### src/rtl/mem_cycle_seq_pkg.sv
package mem_cycle_seq_pkg;
  typedef enum logic [1:0] {
    CYC_FETCH = 2'b00,
    CYC_DMA   = 2'b01,
    CYC_LS    = 2'b10
  } cyc_e;
endpackage

### src/rtl/mcs_dma_pend.sv
module mcs_dma_pend (
  input  logic clk,
  input  logic rst_n,
  input  logic req,
  input  logic take,
  output logic pend
);
  always_ff @(posedge clk or negedge rst_n) begin
    if (!rst_n) pend <= 1'b0;
    else        pend <= (pend & ~take) | req;
  end


  pend_clear_chk: assert property (@(posedge clk) disable iff (!rst_n)
    (take && !req) |=> !pend);
endmodule

### src/rtl/mcs_fsm.sv
module mcs_fsm
  import mem_cycle_seq_pkg::*;
(
  input  logic clk,
  input  logic rst_n,
  input  logic rdy,
  input  logic dma_pend,
  input  logic ls_pend,
  input  logic ex_store,
  input  logic ex_byte,
  output cyc_e cur,
  output logic pipe_ce,
  output logic hold_ce,
  output logic dma_take,
  output logic sel_hold,
  output logic nxt_read,
  output logic nxt_word,
  output logic nxt_dbus
);
  cyc_e nxt;

  always_comb begin
    nxt = cur;
    if (rdy) begin
      unique case (cur)
        CYC_FETCH: nxt = dma_pend ? CYC_DMA : (ls_pend ? CYC_LS : CYC_FETCH);
        CYC_DMA:   nxt = ls_pend ? CYC_LS : CYC_FETCH;
        default:   nxt = CYC_FETCH;
      endcase
    end
  end

  always_ff @(posedge clk or negedge rst_n) begin
    if (!rst_n) cur <= CYC_FETCH;
    else        cur <= nxt;
  end

  always_comb begin
    pipe_ce  = rdy && (nxt == CYC_FETCH);
    hold_ce  = rdy && (cur == CYC_FETCH) && (nxt != CYC_FETCH);
    dma_take = rdy && (cur == CYC_DMA);
    sel_hold = (cur != CYC_FETCH);
    nxt_dbus = (nxt == CYC_LS);
    nxt_read = !((nxt == CYC_LS) && ex_store);
    nxt_word = !((nxt == CYC_LS) && ex_byte);
  end


  pce_needs_rdy_chk: assert property (@(posedge clk) disable iff (!rst_n)
    pipe_ce |-> rdy);

  state_hold_chk: assert property (@(posedge clk) disable iff (!rst_n)
    !rdy |=> $stable(cur));

  no_dma_chain_chk: assert property (@(posedge clk) disable iff (!rst_n)
    (cur == CYC_DMA && rdy) |=> cur != CYC_DMA);

  ls_then_fetch_chk: assert property (@(posedge clk) disable iff (!rst_n)
    (cur == CYC_LS && rdy) |=> cur == CYC_FETCH);
endmodule

### src/rtl/mcs_ir_path.sv
module mcs_ir_path #(
  parameter int INSN_W = 16
) (
  input  logic              clk,
  input  logic              rst_n,
  input  logic              pipe_ce,
  input  logic              hold_ce,
  input  logic              sel_hold,
  input  logic [INSN_W-1:0] mem_word,
  output logic [INSN_W-1:0] ir_q
);
  logic [INSN_W-1:0] hold_q;
  logic [INSN_W-1:0] ir_src;

  always_ff @(posedge clk or negedge rst_n) begin
    if (!rst_n)       hold_q <= '0;
    else if (hold_ce) hold_q <= mem_word;
  end

  assign ir_src = sel_hold ? hold_q : mem_word;

  always_ff @(posedge clk or negedge rst_n) begin
    if (!rst_n)       ir_q <= '0;
    else if (pipe_ce) ir_q <= ir_src;
  end


  ir_hold_chk: assert property (@(posedge clk) disable iff (!rst_n)
    !pipe_ce |=> $stable(ir_q));

  ir_from_hold_chk: assert property (@(posedge clk) disable iff (!rst_n)
    (pipe_ce && sel_hold) |=> ir_q == $past(hold_q));
endmodule

### src/rtl/mem_cycle_seq.sv
module mem_cycle_seq
  import mem_cycle_seq_pkg::*;
#(
  parameter int INSN_W = 16
) (
  input  logic              clk,
  input  logic              rst_n,
  input  logic              mem_rdy,
  input  logic [INSN_W-1:0] mem_rdata,
  input  logic              dma_req,
  input  logic              ex_ldst,
  input  logic              ex_annul,
  input  logic              ex_byte,
  input  logic              ex_store,
  output logic              pipe_ce,
  output logic              addr_ce,
  output logic              nxt_read,
  output logic              nxt_word,
  output logic              nxt_dbus,
  output logic [1:0]        cyc_state,
  output logic              hold_ce,
  output logic              ir_sel_hold,
  output logic [INSN_W-1:0] ir_q
);
  logic dma_pend, dma_take, ls_live;
  cyc_e cur;

  assign ls_live   = ex_ldst & ~ex_annul;
  assign addr_ce   = mem_rdy;
  assign cyc_state = cur;

  mcs_dma_pend u_pend (
    .clk(clk), .rst_n(rst_n), .req(dma_req), .take(dma_take), .pend(dma_pend)
  );

  mcs_fsm u_fsm (
    .clk(clk), .rst_n(rst_n), .rdy(mem_rdy), .dma_pend(dma_pend),
    .ls_pend(ls_live), .ex_store(ex_store), .ex_byte(ex_byte), .cur(cur),
    .pipe_ce(pipe_ce), .hold_ce(hold_ce), .dma_take(dma_take),
    .sel_hold(ir_sel_hold), .nxt_read(nxt_read), .nxt_word(nxt_word),
    .nxt_dbus(nxt_dbus)
  );

  mcs_ir_path #(.INSN_W(INSN_W)) u_ir (
    .clk(clk), .rst_n(rst_n), .pipe_ce(pipe_ce), .hold_ce(hold_ce),
    .sel_hold(ir_sel_hold), .mem_word(mem_rdata), .ir_q(ir_q)
  );


  annul_no_ls_chk: assert property (@(posedge clk) disable iff (!rst_n)
    (mem_rdy && cur != CYC_LS && ex_annul) |=> cur != CYC_LS);
endmodule

### config.mk
export PLATFORM = sky130hd
export DESIGN_NAME = mem_cycle_seq
export DESIGN_NICKNAME = d
export VERILOG_FILES = /design/src/rtl/mem_cycle_seq_pkg.sv /design/src/rtl/mcs_dma_pend.sv /design/src/rtl/mcs_fsm.sv /design/src/rtl/mcs_ir_path.sv /design/src/rtl/mem_cycle_seq.sv
export SDC_FILE = /design/constraint.sdc
export NUM_CORES = 1
export LEC_CHECK = 0
export ABC_AREA = 1
export ABC_CLOCK_PERIOD_IN_PS = 1800
export BUFFER_PORTS_ARGS = -buffer_cell sky130_fd_sc_hd__buf_2
export CAP_MARGIN = 20
export CORE_ASPECT_RATIO = 1.1
export CORE_MARGIN = 3
export CORE_UTILIZATION = 51
export DETAILED_ROUTE_END_ITERATION = 6
export PLACE_DENSITY_LB_ADDON = 0.2
export RECOVER_POWER = 100
export SYNTH_ARGS = -nofsm -noshare
export SYNTH_HDL_FRONTEND = slang
export SYNTH_HIERARCHICAL = 1
export SYNTH_SLANG_ARGS = --single-unit
### constraint.sdc
create_clock -name clk -period 1.8 [get_ports clk]
set_input_delay 0.36 -clock clk [delete_from_list [all_inputs] [get_ports clk]]
set_output_delay 0.36 -clock clk [all_outputs]
set_load 0.01 [all_outputs]
# After elaboration in Yosys (flattened, before gate mapping)
# Index checks and enable logic that the tools add are counted.
[op_classes]
bitwise_logic = 5
reduce_logical = 12
n_eq_ne = 2
muxes = 5
[op_table]
columns = ["op", "count"]
rows = [
  ["two-way mux 16 bit", 1],
  ["logical AND 1 bit", 6],
  ["two-way mux 2 bit", 3],
  ["zero test 2 bit", 2],
  ["case mux 2 bit (2 select lines)", 1],
  ["nonzero test 2 bit", 2],
  ["bitwise AND 1 bit", 2],
  ["== test 2 x 1 -> 1 bit, second input constant", 1],
  ["== test 2 bit, second input constant", 1],
  ["zero test 1 bit", 2],
  ["NOT 1 bit", 2],
  ["bitwise OR 1 bit", 1],
]
[totals]
elab_cells = 28
regBits = 35
out_inout_bits = 25
in_bits = 24

# Logic depth before layout (Yosys ltp)
# Gate-level depths: netlist (run 1).
[logic_depth]
depth_word = 9
depth_mapped = 10
mapped_depth_nobuf = 8

# Modules after synthesis
# The synthesis (run 1) kept the hierarchy.
[modules_own_cells]
columns = ["mod", "n_inst", "cells_per_inst", "seq_area_each_um2", "area_per_inst_um2"]
rows = [
  ["mcs_ir_path", 1, 187, 800.8, 1542.7],
  ["mcs_fsm", 1, 24, 50.0, 180.2],
  ["mcs_dma_pend", 1, 5, 25.0, 40.0],
  ["mem_cycle_seq", 1, 3, 0.0, 17.5],
]

# Worst setup path before layout (run 1)
# OpenSTA, ideal clock, no wires.
[synth_path]
path_kind = "reg-to-reg"
start = "register u_fsm.cur[0]"
end = "register u_ir.ir_q[10]"
arrival_ns = 1.438
setup_time_ns = 0.117
path_buffers = 2
synth_period_minus_slack_ns = 1.555
required_time_ns = 1.683
path_stages_with_launch = 11
setup_slack_ns = 0.245
path_cell_list = "dfrtp_1 > inv_1 > nand2_1 > nand3_2 > nand2_4 > nor3_2 > buf_4 > inv_4 > buf_4 > nand2_1 > nand2_1"
[synth_between]
elab_chain_cells = 5
word_cells_on_any_way = 8
cone_classes = "eq/ne (1); mux (3); reduce/logical (4)"
[synth_rtl]
columns = ["element", "line_no", "rtl"]
rows = [
  ["start: declaration", "mcs_fsm.sv:11", "output cyc_e cur,"],
  ["start signal: assignment", "mcs_fsm.sv:35", "else cur <= nxt;"],
  ["== test 2 x 1 -> 1 bit or zero test 2 bit (tied branches)", "mcs_fsm.sv:25", "unique case (cur)"],
  ["case mux 2 bit (2 select lines) (*)", "mcs_fsm.sv:25", ""],
  ["two-way mux 2 bit (*)", "mcs_fsm.sv:24", "if (rdy) begin"],
  ["net u_fsm.nxt[1]", "mcs_fsm.sv:20", "cyc_e nxt;"],
  ["zero test 2 bit (*)", "mcs_fsm.sv:39", "pipe_ce = rdy && (nxt == CYC_FETCH);"],
  ["logical AND 1 bit (*)", "mcs_fsm.sv:39", ""],
  ["net pipe_ce", "mem_cycle_seq.sv:15", "output logic pipe_ce,"],
  ["end signal: assignment", "mcs_ir_path.sv:24", "else if (pipe_ce) ir_q <= ir_src;"],
  ["end: declaration", "mcs_ir_path.sv:10", "output logic [INSN_W-1:0] ir_q"],
]
# Mark *: on every way through the listed nets, which the timed path passes. The rest lies on a longest branch.
# A chain may end at the register's enable or synchronous reset.

# Final worst setup path (run 1)
[layout_path]
start = "register u_pend.pend"
end = "output port pipe_ce"
[layout_between]
elab_chain_cells = 5
[layout_rtl]
columns = ["element", "line_no", "rtl"]
rows = [
  ["start: declaration", "mcs_dma_pend.sv:6", "output logic pend"],
  ["start signal: assignment", "mcs_dma_pend.sv:10", "else pend <= (pend & ~take) | req;"],
  ["two-way mux 2 bit", "mcs_fsm.sv:26", "CYC_FETCH: nxt = dma_pend ? CYC_DMA : (ls_pend ? CYC_LS : CYC_FETCH);"],
  ["case mux 2 bit (2 select lines)", "mcs_fsm.sv:25", ""],
  ["two-way mux 2 bit", "mcs_fsm.sv:24", ""],
  ["net u_fsm.nxt[0]", "mcs_fsm.sv:20", ""],
  ["zero test 2 bit", "mcs_fsm.sv:39", ""],
  ["logical AND 1 bit", "mcs_fsm.sv:39", ""],
  ["end: declaration", "mem_cycle_seq.sv:15", ""],
]
# The timed path passes the listed nets, and every way through them passes these cells.

==> results of run 1 <==
state kept, by name, indices dropped and copies added, names as in the netlist:
signal,count
u_fsm/cur,2
u_pend/pend,1
u_ir/hold_q,16
u_ir/ir_q,16
synth_stat cells, drive strengths merged:
cell and number:
a21oi 1, buf 9, clkbuf 1, dfrtp 35, inv 43, nand2 89
nand3 19, nor2 3, nor3 2, o2111ai 1, o21ai 16
tightest hold or removal path: stages:
cell     delay (ns)
buf_2          0.07
inv_1          0.03
nand2_1        0.05
metrics by stage:
step	utilization	hold slack, ns	setup TNS [ns]	instances
2_1_floorplan	-	0.06441	0	219
3_3_place_gp	0.6474	0.3238	0	310
3_5_place_dp	0.6474	0.3232	0	310
4_1_cts	0.6860	0.1818	-0.03852	320
5_1_grt	0.6946	0.1854	-0.09306	321
6_report	0.6946	0.1996	0	321
worst min path at each step:
| stage | cells past startpoint | slack, ns | start | to |
|---|---|---|---|---|
| finish | 3 | 0.20 | dma_req | u_pend/pend |
| global route | 3 | 0.19 | dma_req | u_pend/pend |
| CTS | 3 | 0.18 | dma_req | u_pend/pend |
| detailed placement | 1 | 0.32 | rst_n | u_ir/hold_q[8] |
| global placement | 1 | 0.32 | rst_n | u_ir/hold_q[8] |
| floorplan | 0 | 0.06 | rst_n | u_fsm/cur[0] |
routing by layer:
| layer | vias up | track usage | part of all wire |
|---|---|---|---|
| met5 | - | 0 | 0 |
| met4 | 0 | 0.1102 | 0.024 |
| met3 | 6 | 0.06076 | 0.074 |
| met2 | 50 | 0.3132 | 0.44 |
| met1 | 663 | 0.2503 | 0.46 |
| li1 | 765 | - | - |
what timing repair did:
action	in CTS	in global routing
setup endpoints to repair	2	5
pin swaps	0	3
hold buffers	1	0
gates resized for setup	1	7
setup buffers	1	1
hold endpoints to repair	17	0
area by class of cell:
class / count / area (um^2)
well taps: 46 / 57.56
fillers: 279 / 970.9
flip-flops and latches: 35 / 878.3
inverters: 43 / 168.9
repair buffers: 58 / 322.8
clock buffers: 5 / 37.54
clock inverters: 3 / 67.56
multi-input cells: 131 / 675.6
cell families (layout without fill, tap and decap cells):
kind of cell	count (synthesis)	count (layout)	synth area share
DFF	35	35	0.4919
buffers and inverters	53	109	0.1391
and+or+nand+nor	113	113	0.3162
AOI/OAI and AO/OA	18	18	0.05271
power by group:
part,switching (mW),internal (mW),total [mW]
Sequential,0.164,1.12,1.29
Clock,0.275,0.432,0.707
Combinational,0.746,0.466,1.21
Total,1.19,2.02,3.20
==> reports/metrics.cfg, run 1 <==
[layout]
layout_commonest_cell=nand2_1
antennaDiodeCount=0
fin_nets=298
drive_above_1_share=0.3673
final_cell_mix=74 x nand2_1, 46 x buf_2, 39 x inv_1
design_area_um2=2208
area_growth_pct=24.03

[critical_path]
critical-path-top-delay-family=flip-flops
worst_path_largest_cell_delay_ns=0.43
required_ns=1.44
endpoint=pipe_ce
cp-startpoint=u_pend/pend
reg2reg_slack_ns=0.32
rr_endpoint=u_ir/ir_q[3]
crit_type=reg2out
crit_fanout=4
cp_data_arrival_time_ns=1.41
cp_cell_sequence=inv_1 -> nor2_2 -> nand2_2 -> nand2_4 -> nor3_4 -> buf_2
worst-path-buf-inv=2
r2r.worst_path.cells=9
endpoint_kind=primary output
crit_path_start_kind=register
crit_path_top_delay_cell=dfrtp_1
crit_cells=6
r2r-start=u_pend/pend

[pwr]
peakVddDrop_v=0.0006803
power_density_nw_per_um2=1451
total_power_mw=3.205
leakagePower_nw=1.244

[placed_design]
gp_congestion=0.7774
dp_hpwl_um=2594
port_buffers=48
dp_slack_ns=0.2696
place_area_um2=2058

[grt]
track_usage=0.1995
antenna_found_initial=0
grt_pass1_wl_um=6348
grt_pass1_vias=1392
grt_max_degree=20
grt-ovfl-total=0

[synth]
synth_area_leader_cell=dfrtp_1
yosys-top-cells-area=dfrtp_1 49%, nand2_1 16%, inv_1 8.4%
synthCells=219
ys_seq_elements=35
syn_area_um2=1780
synth_cell_types=23
synth_seq_area_share=0.4919
syn_nets=243
yosys_warnings=6
synth_area_per_cell_um2=8.130
synth_top_area_share=0.4919

[routing]
wl_per_cell_um=11.65
vias_per_cell=4.623
drtIter0Drc=90
vias=1484
dr.pass1.iters=4
wl_um=3741
postRouteAntennaNets=0
route.detailed.drc=0

[sta]
slew-limit-headroom=0.3194
fmax_ghz=0.5640
period_minus_slack_ns=1.773
hold_viol=0
setup_ws_ns=0.02696
skew_ns=0.01813
setup_viol=0
finalCritPeriodShare=0.9850
tightest_slew_ns=1.021
finalMaxSlewViolations=0
rsz0062_at_grt=true

[run]
drv_cap=0

[clock_tree]
cts_max_level=2
clkLatencyLatePin_ns=0.35
cts_tree=built
clkTransAtPathRegs_ns=0.10
cts_root_buf=clkbuf_4
numCtsBuffers=5
clock_sinks=35
cts_buffer_depth=2

[status]
outcome=finished clean

[hold_path]
min_path_type=in2reg

[die]
rows=21
die_y_um=67.97
die_w_um=62.34
die-area_um2=4237
core_um2=3179
start_util=0.5600
ioPinCount=49

(Power assumes the default switching activity.)
==> run 2: changes to the inputs <==
ABC_CLOCK_PERIOD_IN_PS = 1550   (was 1800)
CORE_UTILIZATION = 47   (was 51)
clock period = 1.55 ns   (was 1.8 ns; I/O delays follow)
==> reports/metrics.cfg, run 2 (same netlist as run 1, synthesis figures left out) <==
[clock_tree]
numCtsBuffers=5  ; unchanged
cts_buffer_depth=2  ; unchanged
clkTransAtPathRegs_ns=0.10  ; about the same
cts_root_buf=clkbuf_4
cts_tree=built
cts_max_level=2  ; unchanged
clkLatencyLatePin_ns=0.34  ; about the same
clock_sinks=35  ; unchanged

[layout]
final_cell_mix=74 x nand2_1, 46 x buf_2, 37 x inv_1
area_growth_pct=24.81
instances_no_fill=328  ; +2.2%
drive_above_1_share=0.3786  ; +0.01130
nFillCells=349  ; +25%
layout_commonest_cell=nand2_1
top_regs=u_ir/hold_q: 16 flops, u_ir/ir_q: 16 flops, u_fsm/cur: 2 flops
antennaDiodeCount=0  ; unchanged
fin_util=0.6356  ; -0.05896
fin_nets=303  ; +1.7%

[placed_design]
dp_hpwl_um=2750  ; +6.0%
gp_congestion=0.7861  ; +1.1%
placedCellCount=314  ; +1.3%
port_buffers=48  ; unchanged

[grt]
grt_pass1_wl_um=6555  ; +3.3%
track_usage=0.1847  ; -0.01476
grt-ovfl-total=0  ; unchanged
grt_pass1_vias=1495  ; +7.4%
grt_max_degree=23  ; +15%
antenna_found_initial=0  ; unchanged

[status]
failed_checks=setup timing
outcome=finished with violations

[routing]
vias_per_cell=4.485  ; -3.0%
drtIter0Drc=45  ; -50%
wl_um=3744  ; about the same
wl_per_cell_um=11.41  ; -2.1%
wl_met3_um=198  ; -28%
top_layer=met4
postRouteAntennaNets=0  ; unchanged
route.detailed.drc=0  ; unchanged
wl_met2_um=1748  ; +6.3%
dr.pass1.iters=4  ; unchanged
vias=1471  ; -0.88%
wl_met1_um=1738  ; +0.52%

[die]
die-area_um2=4564  ; +7.7%
core_um2=3496  ; +10%
start_util=0.5093  ; -0.05071
die_y_um=70.55  ; +3.8%
die_w_um=64.69  ; +3.8%
rows=22  ; +4.8%
ioPinCount=49  ; unchanged

[pwr]
peakVddDrop_v=0.0006517  ; -4.2%
leakagePower_nw=1.254  ; +0.82%
power_density_nw_per_um2=1552  ; +7.0%

[critical_path]
required_ns=1.24  ; -0.20 ns
cp_data_arrival_time_ns=1.40  ; about the same
crit_fanout=4  ; unchanged
cp_cell_sequence=inv_1 -> nor2_4 -> nand2_2 -> nand2_4 -> nor3_4 -> buf_2
critical-path-top-delay-family=flip-flops
worst_path_largest_cell_delay_ns=0.42  ; about the same
crit_path_start_kind=register
crit_path_top_delay_cell=dfrtp_1
endpoint_kind=primary output
crit_type=reg2out
worst-path-buf-inv=2  ; unchanged

[sta]
skew_ns=0.005940  ; -0.01219 ns
hold_viol=0  ; unchanged
period_minus_slack_ns=1.709
setup-tns-final_ns=-0.6197  ; -0.6197 ns
setup_viol=5  ; +5
slew-limit-headroom=0.6417  ; +0.3223
tightest_slew_ns=0.5374  ; -0.4835 ns
fmax_ghz=0.5852
finalMaxSlewViolations=0  ; unchanged
setup_ws_ns=-0.1587  ; -0.1857 ns
finalCritPeriodShare=1.102
rsz0062_at_grt=true

[run]
drv_cap=0  ; unchanged

[hold_path]
min_path_type=in2reg

-- run 2: path summary, 6_finish.rpt --
kind | slack [ns] | depth (start not counted) | start | endpoint
min | 0.16 | 3 | dma_req | u_pend/pend
min in group asynchronous | 0.47 | 2 | rst_n | u_ir/hold_q[4]
min reg2reg | 0.49 | 2 | u_ir/ir_q[2] | u_ir/ir_q[2]
max | -0.16 | 6 | u_pend/pend | pipe_ce
max reg2reg | 0.16 | 8 | u_pend/pend | u_ir/ir_q[3]
max in group asynchronous | 0.55 | 3 | rst_n | u_fsm/cur[1]
-- run 2: area by class of cell --
type | instances | area, um^2 | share of cell area
sequential | 35 | 877.1 | 0.3947
multi-input combinational | 131 | 700.7 | 0.3153
timing repair buffer | 63 | 365.4 | 0.1644
tap | 48 | 60.06 | 0.02703
inverter | 43 | 168.9 | 0.07601
clock inverter | 1 | 5.005 | 0.002252
clock buffer | 7 | 45.04 | 0.02027
-- run 2: routing by layer --
| layer | vias to the layer above | GRT usage |
|---|---|---|
| li1 | 773 | - |
| met1 | 653 | 0.2401 |
| met4 | 0 | 0.08685 |
| met5 | - | 0 |
| met3 | 5 | 0.04444 |
| met2 | 40 | 0.2901 |
-- run 2: timing repair --
action / 4_1_cts / 5_1_grt
hold buffers: 1 / 0
hold endpoints to repair: 20 / 0
setup buffers: 4 / 1
gates resized for setup: 8 / 6
pin swaps: 3 / 3
setup endpoints to repair: 6 / 6
-- run 2: report_power, final --
group	leakage (nW)	switching (mW)	total, mW	internal (mW)
clock	0.0293	0.293	0.470	0.177
combinational	0.797	0.894	1.49	0.601
sequential	0.428	0.182	1.48	1.30
-- run 2: through the flow --
stage                     power, mW  instance area [um^2]  hold slack (ns)  setup slack (ns)
final                         3.449                  2222           0.1579           -0.1587
after global routing          3.776                  2222           0.1566           -0.2669
after CTS                     3.455                  2188           0.1487           -0.1780
after detailed placement      2.906                  2076           0.2944           0.09186
after global placement        2.874                  2076           0.2989            0.1475
after floorplan               2.438                  1787          0.01441           0.04771
-- run 2: worst min-delay path: cells and delay by family --
| kind | cells | cell delay (ns) |
|---|---|---|
| buffers and inverters | 2 | 0.10 |
| AND/OR/NAND/NOR | 1 | 0.05 |
